File: config.mk
export PLATFORM = sky130hd
export DESIGN_NAME = pmp_access_check
export DESIGN_NICKNAME = d
export VERILOG_FILES = /design/src/rtl/pmp_pkg.sv /design/src/rtl/pmp_regfile.sv /design/src/rtl/pmp_match.sv /design/src/rtl/pmp_resolve.sv /design/src/rtl/pmp_access_check.sv
export SDC_FILE = /design/constraint.sdc
export NUM_CORES = 2
export LEC_CHECK = 0
export BUFFER_PORTS_ARGS = -buffer_cell sky130_fd_sc_hd__buf_2
export CAP_MARGIN = 20
export CORE_ASPECT_RATIO = 1.25
export CORE_MARGIN = 5
export CORE_UTILIZATION = 30
export CTS_BUF_LIST = sky130_fd_sc_hd__clkbuf_8
export DETAILED_ROUTE_END_ITERATION = 10
export HOLD_SLACK_MARGIN = 0.08
export RECOVER_POWER = 25
export SYNTH_ARGS = -nofsm -noshare
export SYNTH_HDL_FRONTEND = slang
export SYNTH_SLANG_ARGS = --single-unit
File: constraint.sdc
create_clock -name clk -period 15.97 [get_ports clk]
set_input_delay 2.3955 -clock clk [delete_from_list [all_inputs] [get_ports clk]]
set_output_delay 2.3955 -clock clk [all_outputs]
set_load 0.02 [all_outputs]
File: src/rtl/pmp_pkg.sv
package pmp_pkg;

  localparam int MAX_ENTRIES = 16;
  localparam int IDX_W       = $clog2(MAX_ENTRIES);

  localparam logic [1:0] PRIV_MACHINE = 2'b11;

  typedef enum logic [1:0] {
    AM_OFF   = 2'd0,
    AM_TOR   = 2'd1,
    AM_NA4   = 2'd2,
    AM_NAPOT = 2'd3
  } amode_e;

  // Stored form of one configuration byte (reserved bits dropped)
  typedef struct packed {
    logic   lock;
    amode_e mode;
    logic   x;
    logic   w;
    logic   r;
  } ecfg_t;

  typedef struct packed {
    logic r;
    logic w;
    logic x;
  } perm_t;

endpackage

File: src/rtl/pmp_regfile.sv
module pmp_regfile
  import pmp_pkg::*;
#(
  parameter int N_ENT = 8,
  parameter int NE    = 8,
  parameter int AW    = 30
) (
  input  logic                  clk,
  input  logic                  rst,
  input  logic                  we,
  input  logic                  sel,
  input  logic [IDX_W-1:0]      idx,
  input  logic [AW-1:0]         wdata,
  output ecfg_t [NE-1:0]        cfg_q,
  output logic  [NE-1:0][AW-1:0] addr_q
);

  ecfg_t cfg_d;
  assign cfg_d = '{lock: wdata[7], mode: amode_e'(wdata[4:3]),
                   x: wdata[2], w: wdata[1], r: wdata[0]};

  for (genvar g = 0; g < NE; g++) begin : g_ent
    // A locked top-of-range neighbour above freezes this address register
    logic guard_next;
    if (g + 1 < NE) begin : g_nx
      assign guard_next = cfg_q[g+1].lock && (cfg_q[g+1].mode == AM_TOR);
    end else begin : g_top
      assign guard_next = 1'b0;
    end

    if (g < N_ENT) begin : g_live
      ecfg_t         c_q;
      logic [AW-1:0] a_q;
      logic          sel_me;
      assign sel_me = we && (idx == IDX_W'(g));

      always_ff @(posedge clk) begin
        if (rst) begin
          c_q <= '0;
          a_q <= '0;
        end else if (sel_me && !c_q.lock) begin
          if (!sel)
            c_q <= cfg_d;
          else if (!guard_next)
            a_q <= wdata;
        end
      end

      assign cfg_q[g]  = c_q;
      assign addr_q[g] = a_q;
    end else begin : g_dead
      assign cfg_q[g]  = '0;
      assign addr_q[g] = '0;
    end
  end

endmodule

File: src/rtl/pmp_match.sv
module pmp_match
  import pmp_pkg::*;
#(
  parameter int PA = 32,
  parameter int AW = 30
) (
  input  amode_e        mode,
  input  logic [AW-1:0] this_addr,
  input  logic [AW-1:0] prev_addr,
  input  logic [PA:0]   first_b,
  input  logic [PA:0]   last_b,
  output logic          hit,
  output logic          partial
);

  // Byte bounds for top-of-range, one extra bit so the top never wraps
  logic [PA:0] tor_lo, tor_hi;
  assign tor_lo = {1'b0, prev_addr, 2'b00};
  assign tor_hi = {1'b0, this_addr, 2'b00};

  // Word views of the access ends (carry bit kept)
  logic [AW:0] first_w, last_w;
  assign first_w = first_b[PA:2];
  assign last_w  = last_b[PA:2];

  // Trailing ones plus the next zero mark the don't-care word bits
  logic [AW-1:0] run;
  logic [AW:0]   care, base_w;
  assign run    = this_addr ^ (this_addr + 1'b1);
  assign care   = {1'b1, ~run};
  assign base_w = {1'b0, this_addr};

  logic first_in, last_in;
  always_comb begin
    case (mode)
      AM_TOR: begin
        first_in = (first_b >= tor_lo) && (first_b < tor_hi);
        last_in  = (last_b  >= tor_lo) && (last_b  < tor_hi);
      end
      AM_NA4: begin
        first_in = (first_w == base_w);
        last_in  = (last_w  == base_w);
      end
      AM_NAPOT: begin
        first_in = ((first_w ^ base_w) & care) == '0;
        last_in  = ((last_w  ^ base_w) & care) == '0;
      end
      default: begin
        first_in = 1'b0;
        last_in  = 1'b0;
      end
    endcase
  end

  assign hit     = first_in;
  assign partial = first_in && !last_in;

endmodule

File: src/rtl/pmp_resolve.sv
module pmp_resolve
  import pmp_pkg::*;
#(
  parameter int NE = 8
) (
  input  logic [NE-1:0]      hit,
  input  logic [NE-1:0]      partial,
  input  logic [NE-1:0][3:0] flags,   // {lock, r, w, x}
  input  logic [1:0]         priv,
  output perm_t              perm,
  output logic               any_hit,
  output logic               sel_partial
);

  logic       found;
  logic       w_part;
  logic [3:0] w_flags;

  // Scan from the top so the lowest-numbered hit is the last one kept
  always_comb begin
    found   = 1'b0;
    w_part  = 1'b0;
    w_flags = '0;
    for (int i = NE - 1; i >= 0; i--) begin
      if (hit[i]) begin
        found   = 1'b1;
        w_part  = partial[i];
        w_flags = flags[i];
      end
    end
  end

  logic is_m;
  assign is_m = (priv == PRIV_MACHINE);

  always_comb begin
    if (!found)
      perm = is_m ? '1 : '0;
    else if (w_part)
      perm = '0;
    else if (is_m && !w_flags[3])
      perm = '1;
    else
      perm = '{r: w_flags[2], w: w_flags[1], x: w_flags[0]};
  end

  assign any_hit     = found;
  assign sel_partial = found && w_part;

endmodule

File: src/rtl/pmp_access_check.sv
module pmp_access_check
  import pmp_pkg::*;
#(
  parameter int NUM_ENTRIES = 8,
  parameter int PA_WIDTH    = 32,
  parameter int SIZE_W      = 2
) (
  input  logic                clk,
  input  logic                rst,
  input  logic                csr_we,
  input  logic                csr_sel,
  input  logic [IDX_W-1:0]    csr_idx,
  input  logic [PA_WIDTH-3:0] csr_wdata,
  input  logic [PA_WIDTH-1:0] acc_addr,
  input  logic [SIZE_W-1:0]   acc_size,
  input  logic [1:0]          acc_priv,
  output logic                allow_r,
  output logic                allow_w,
  output logic                allow_x
);

  localparam int NE = (NUM_ENTRIES == 0) ? 1 : NUM_ENTRIES;
  localparam int AW = PA_WIDTH - 2;

  ecfg_t [NE-1:0]         cfg_q;
  logic  [NE-1:0][AW-1:0] addr_q;
  logic  [NE-1:0][AW-1:0] prev_q;
  logic  [NE-1:0]         hit_v;
  logic  [NE-1:0]         part_v;
  logic  [NE-1:0][3:0]    flag_v;
  logic                   any_hit;
  logic                   sel_partial;
  perm_t                  perm;

  pmp_regfile #(.N_ENT(NUM_ENTRIES), .NE(NE), .AW(AW)) u_regs (
    .clk    (clk),
    .rst    (rst),
    .we     (csr_we),
    .sel    (csr_sel),
    .idx    (csr_idx),
    .wdata  (csr_wdata),
    .cfg_q  (cfg_q),
    .addr_q (addr_q)
  );

  // First and last byte of the access, one bit wider than the space
  logic [PA_WIDTH:0] first_b, last_b;
  assign first_b = {1'b0, acc_addr};
  assign last_b  = first_b + (((PA_WIDTH+1)'(1)) << acc_size) - (PA_WIDTH+1)'(1);

  for (genvar g = 0; g < NE; g++) begin : g_chk
    if (g == 0) begin : g_base0
      assign prev_q[g] = '0;
    end else begin : g_baseN
      assign prev_q[g] = addr_q[g-1];
    end

    assign flag_v[g] = {cfg_q[g].lock, cfg_q[g].r, cfg_q[g].w, cfg_q[g].x};

    if (g < NUM_ENTRIES) begin : g_live
      pmp_match #(.PA(PA_WIDTH), .AW(AW)) u_match (
        .mode      (cfg_q[g].mode),
        .this_addr (addr_q[g]),
        .prev_addr (prev_q[g]),
        .first_b   (first_b),
        .last_b    (last_b),
        .hit       (hit_v[g]),
        .partial   (part_v[g])
      );
    end else begin : g_dead
      assign hit_v[g]  = 1'b0;
      assign part_v[g] = 1'b0;
    end
  end

  pmp_resolve #(.NE(NE)) u_resolve (
    .hit         (hit_v),
    .partial     (part_v),
    .flags       (flag_v),
    .priv        (acc_priv),
    .perm        (perm),
    .any_hit     (any_hit),
    .sel_partial (sel_partial)
  );

  assign allow_r = perm.r;
  assign allow_w = perm.w;
  assign allow_x = perm.x;

endmodule

Word level (Yosys, flattened, before mapping)

Cells that the tools add are included.

Magnitude comparators: 32
Bitwise gates (word level): 56
Equal/unequal tests: 48
Shifts and indexed selects: 1
Multiplexer cells: 44
Add/subtract/negate cells: 10
Reductions and logical operators: 98

Operator list:

| operator              | number |
|---|---|
| $and 31x31->31        | 16 |
| $logic_not 31->1      | 16 |
| $xor 30x30->30        | 16 |
| $lt 33x32->1          | 8 |
| $lt 32x32->1          | 8 |
| $eq 31x30->1          | 8 |
| $xor 31x30->31        | 8 |
| $add 30x1->30 const B | 8 |
| $eq 30x30->1          | 8 |
| $not 30->30           | 8 |
| $ge 33x32->1          | 7 |
| $ge 32x32->1          | 7 |
| $logic_and 1x1->1     | 48 |
| $pmux 1 s3            | 16 |
| $eq 2x2->1 const B    | 17 |
| $add 32x33->33        | 1 |
| $ge 33x1->1 const B   | 1 |
| $shl 1x2->33 const A  | 1 |
| $sub 33x1->33 const B | 1 |
| $ge 32x1->1 const B   | 1 |
| $mux 4                | 8 |
| $reduce_and 3->1      | 7 |
| $reduce_and 2->1      | 9 |
| $logic_not 1->1       | 17 |
| other kinds (8)       | 44 |

Output and inout bits: 3
Word-level logic and storage cells: 337
Register bits: 288
Input bits: 74

Logic depth before layout (Yosys ltp)

Word-level depth: 19
Gate-level depth with buffers: 30
Depth with buffers taken out: 30

Cells and area by module

From an unflattened synthesis, not the netlist that was laid out.

Cells, all modules: 5292
Area, all modules: 42091.6 um^2

By module, submodules not included:

| module                                   | sequential area each (um^2) | cells an instance | times used | area an instance (um^2) |
|---|---|---|---|---|
| pmp_match at g_chk[0].g_live.u_match ... | 0.0                         | 493               | 6          | 3564.7 |
| pmp_regfile                              | 5765.5                      | 1035              | 1          | 11343.4 |
| pmp_match at g_chk[7].g_live.u_match     | 0.0                         | 476               | 1          | 3564.7 |
| pmp_match at g_chk[3].g_live.u_match     | 0.0                         | 483               | 1          | 3539.6 |
| pmp_access_check                         | 0.0                         | 281               | 1          | 1875.5 |
| pmp_resolve                              | 0.0                         | 59                | 1          | 380.4 |

Worst setup path after synthesis

Ideal clock, no wire load.

Path type: input -> output
Start: in acc_size[1]
End: out allow_r
Path buffers: 0
Arrival time: 8526 ps
Data required time: 13575 ps
Path slack: 5048 ps
Cell stages on the path: 28
Path through: nand2b_1 -> ha_1 -> inv_1 -> ha_1 -> fa_1 -> a21oi_1 -> o21ai_0 -> a2111oi_0 -> a21oi_1 -> a41o_1 -> a311o_1 -> and2_1 -> o211ai_1 -> nand4_1 -> a41o_1 -> a21oi_1 -> xnor2_1 -> ha_1 -> and3_1 -> nand3_1 -> or3_1 -> or4_1 -> a211o_1 -> a31oi_1 -> nor3b_1 -> o221ai_1 -> a21oi_1 -> a21oi_1

Cells in the longest elaborated chain, start to end: 19
Elaborated cells between the ends (all ways): 93
Those cells by class: 2 x add/sub; 16 x order compare; 8 x eq/ne; 1 x shift; 18 x mux; 16 x bitwise; 32 x reduce/logical

RTL lines:

| item                                                                  | RTL line               | RTL |
|---|---|---|
| start: declaration                                                    | pmp_access_check.sv:15 | `input logic [SIZE_W-1:0] acc_size,` |
| $shl 1x2->33 (*)                                                      | pmp_access_check.sv:49 | `assign last_b = first_b + (((PA_WIDTH+1)'(1)) << acc_size) - (PA_WIDTH+1)'(1);` |
| $add 32x33->33 (*)                                                    | pmp_access_check.sv:49 |  |
| $sub 33x1->33 (*)                                                     | pmp_access_check.sv:49 |  |
| parallel branches: the longest is 13 deep, another holds $ge 33x32->1 | n/a                    |  |
| $mux 1 (*)                                                            | pmp_resolve.sv:25      | `if (hit[i]) begin` |
| $mux 3 (*)                                                            | pmp_resolve.sv:39      | `else if (w_part)` |
| $mux 3 (*)                                                            | pmp_resolve.sv:37      | `if (!found)` |
| end: declaration                                                      | pmp_access_check.sv:17 | `output logic allow_r,` |

Mark *: on every way between the ends.

Worst setup path in the final report

Start: in acc_addr[2]
End: out allow_x

Cells in the longest elaborated chain, start to end: 18
Elaborated cells between the ends (all ways): 175
Those cells by class: 2 x add/sub; 32 x order compare; 16 x eq/ne; 43 x mux; 32 x bitwise; 50 x reduce/logical

RTL lines:

| item                                                                    | RTL line               | RTL |
|---|---|---|
| start: declaration                                                      | pmp_access_check.sv:14 | `input logic [PA_WIDTH-1:0] acc_addr,` |
| parallel branches: the longest is 17 deep, another holds $add 32x33->33 | n/a                    |  |
| $mux 3 (*)                                                              | pmp_resolve.sv:37      |  |
| end: declaration                                                        | pmp_access_check.sv:19 | `output logic allow_x` |

Marked as above.

==> key figures <==
CTS
  – Hold Buf Count CTS: 0
  – CTS tree: built
  – Clock Tree Root: clkbuf_8
  – Worst skew pair latency: 0.74 ns
  – H-tree depth: 2
  – Clk pin slew, worst setup/hold paths: 0.06 ns
  – Setup Fix Bufs, Post-CTS: 0
  – Sink Count: 288
  – Total CTS buffers: 55
  – Clock Path Buffers: 3
  – Resize count post-CTS: 0

Final layout
  – Fill cells: 11,200
  – Final instance area: 34,700 µm²
  – Layout net count: 5,018
  – Most common cell after layout, fill and taps aside: nand2_1
  – Layout cells sized above 1: 7.19%
  – Synth-to-Final Area Change: 10.9%
  – Most frequent cells in the layout: 726 x nand2_1, 620 x ha_1, 584 x a21oi_1

Logic synthesis
  – Post-synthesis cell area: 31,300 µm²
  – Synth Register Bits: 288
  – Yosys cell types: 97
  – Largest cells by area after synthesis: ha_1 25%, dfxtp_1 18%, a21oi_1 9.3%
  – Number of synthesized flops with an enable pin: 0
  – Synth Area per Inst: 7.32 µm²
  – Mapped Cells: 4,278
  – Yosys top cell by area: ha_1
  – Post-synth top area share: 24.8%
  – Synth async-reset ratio: 0%
  – Synth warn: 0
  – Post-synthesis sequential area ratio: 18.4%
  – Syn Nets: 4,973
  – Top_reg_cell synth: dfxtp_1

Timing
  – Relative slew slack: -338%
  – Slew @ Worst Pin: 6.57 ns
  – Max-slew violation count: 293
  – Fmax: 75.9 MHz
  – Setup violators final: 0
  – Final WS setup: 2.80 ns
  – Setup_tns: 0 ns
  – RSZ-0062 raised after global routing: false
  – Fin. Hold Viols: 0
  – Final worst path period share: 82.4%
  – Worst Skew: 0.0438 ns
  – Minimum clock period: 13.17 ns
  – Hold Slack: 0.452 ns

Die
  – Die Y: 371 µm
  – Chip width: 299 µm
  – Die area: 111,000 µm²
  – Core Area: 104,000 µm²
  – Initial Util: 30.2%
  – Row count: 132
  – Io pins: 77

Global route
  – Pin count of the biggest net entering global routing: 137
  – Global-route wire length before repair: 237,000 µm
  – Vias in the first global route: 32,700
  – Global route total overflow: 0
  – Gr usage total: 29.2%
  – Number of antenna violations at the first check in global routing: 6

Place
  – Setup WS pre-CTS: 3.03 ns
  – Post-DP HPWL: 125,000 µm
  – Placed cell areas: 33,500 µm²
  – Placer Congestion: 1.01
  – Port buffer count: 76

Power
  – Switch Pwr: 1.21 mW
  – P_leak: 12.4 nW
  – Sw frac: 44.0%
  – Reg power frac: 26.6%
  – Tot Pwr: 2.75 mW
  – Comb pwr share: 43.8%
  – Int Pwr: 1.54 mW
  – Pwr/cell area: 79.1 nW/µm²
  – Clock network power share: 29.6%
  – Maximum vdd drop: 0.0689 mV

Route
  – Vias per inst: 6.17
  – 1st-pass router iterations: 7
  – First DRT Iteration DRCs: 3,892
  – DRC: 0
  – ANT nets after route: 0
  – Post-Route WL: 170,000 µm
  – Wirelength per Cell: 29.8 µm
  – Routed via count: 35,200

Status
  – Violated checks: capacitance limit, slew limit
  – Status: complete, but fails checks

Worst setup path
  – Reg-to-Reg Start: u_regs.cfg_q[9]$_SDFFE_PP0P_
  – Worst r2r path cells: 5
  – Largest fanout on the critical path: 9
  – WP data required: 13.57 ns
  – CP Capture Type: output port
  – CP Buf/Inv Count: 6
  – Most common cell on crit path: a21oi_1
  – Crit path kind: input port to output port
  – Reg-to-reg slack, setup: 13.31 ns
  – Worst Setup Start Kind: input port
  – Arr. time, crit path: 10.77 ns
  – Crit path largest cell delay: 0.85 ns
  – Worst R2R End: u_regs.g_ent[0].g_live.a_q[18]$_SDFFE_PP0P_
  – Top Family by Delay on Critical Path: compound AO/OA/AOI/OAI gates
  – Slowest CP cell: o32ai_1

Min path
  – Min-delay worst type: flop to flop
  – Worst min-delay path startpoint: u_regs.cfg_q[24]$_SDFFE_PP0P_
  – Worst-case hold path end point: u_regs.cfg_q[24]$_SDFFE_PP0P_
  – Hold Path Cell Cnt: 2

Run
  – Max-Cap Viols: 3
==> cells by family (layout without fill, tap and decap cells) <==
kind of cell    after synthesis  count (layout)  synth area share [%]
buf+inv                     468             557                  5.93
fa+ha+maj                   621             621                  24.8
xor+xnor                     30              30                 0.839
other cells                   0               3                     0
mux                          14              14                 0.448
simple gates               1628            1628                  25.4
compound gates             1229            1229                  24.1
flops                       288             288                  18.4
==> final cells by class <==
type	count	area, µm²	area share, %
multi-input combinational	3522	24000	69.1
sequential	288	5770	16.6
tap	1340	1680	4.83
inverter	317	1190	3.43
timing repair buffer	139	920	2.65
clock buffer	62	853	2.46
clock inverter	39	309	0.890
antenna	3	7.51	0.0216
==> state kept, by name, indices dropped and copies added (netlist names) <==
register	cells
u_regs.cfg_q	48
u_regs.g_ent.g_live.a_q	240
==> cells in the mapped netlist (18+ instances only) <==
| cell | count |
|---|---|
| o221ai_1 | 18 |
| a2111oi_0 | 21 |
| ha_1 | 620 |
| xnor2_1 | 18 |
| nor4_1 | 89 |
| dfxtp_1 | 288 |
| nor2_1 | 192 |
| a211oi_1 | 56 |
| o22ai_1 | 43 |
| a31oi_1 | 90 |
| nand4_1 | 135 |
| o211ai_1 | 44 |
| a21oi_1 | 584 |
| nor2b_1 | 25 |
| and3_1 | 46 |
| o21a_1 | 25 |
| o21ai_0 | 138 |
| a21o_1 | 43 |
| nor3_1 | 107 |
| nand2b_1 | 28 |
| nand3_1 | 121 |
| o2111ai_1 | 27 |
| inv_1 | 317 |
| and4_1 | 30 |
| clkbuf_1 | 112 |
| clkbuf_2 | 26 |
| a41oi_1 | 19 |
| nand2_1 | 726 |
==> power by group through the flow <==
stage	Combinational, mW	Sequential, mW	Clock, mW
floorplan	0.646	0.744	0
global placement	1.16	0.747	0
detailed placement	1.15	0.747	0
CTS	1.16	0.732	0.831
global route	1.27	0.732	0.860
finish	1.20	0.732	0.813
==> worst max-delay path by stage <==
stage | end | from | cells past startpoint
4_1_cts | allow_x | acc_addr[2] | 31
3_5_place_dp | allow_x | acc_addr[2] | 31
6_report | allow_x | acc_addr[2] | 31
5_1_grt | allow_x | acc_addr[2] | 31
3_3_place_gp | allow_r | acc_addr[2] | 31
2_1_floorplan | allow_r | acc_size[1] | 28
==> metrics by stage <==
step,instances,utilization [%]
after floorplan,4278,-
after global placement,5602,32.3
after detailed placement,5602,32.3
after CTS,5703,33.4
after global routing,5708,33.5
final,5710,33.5
==> layer usage <==
layer	wire [µm]	share of wire, %	track usage (%)	vias to the layer above
met5	15	0.0088	0	-
met4	14600	8.6	19.2	2
met3	15800	9.3	4.92	469
met2	72100	42	45.4	1926
met1	67700	40	37.3	16900
li1	-	-	-	15900
==> worst register-to-register path: cells and delay by family (launching register included) <==
family | cells | cell delay [ns]
compound gates | 2 | 0.41
simple gates | 2 | 0.96
buf+inv | 1 | 0.31
flops | 1 | 0.58
No activity file was read; power rests on OpenSTA's default activity.
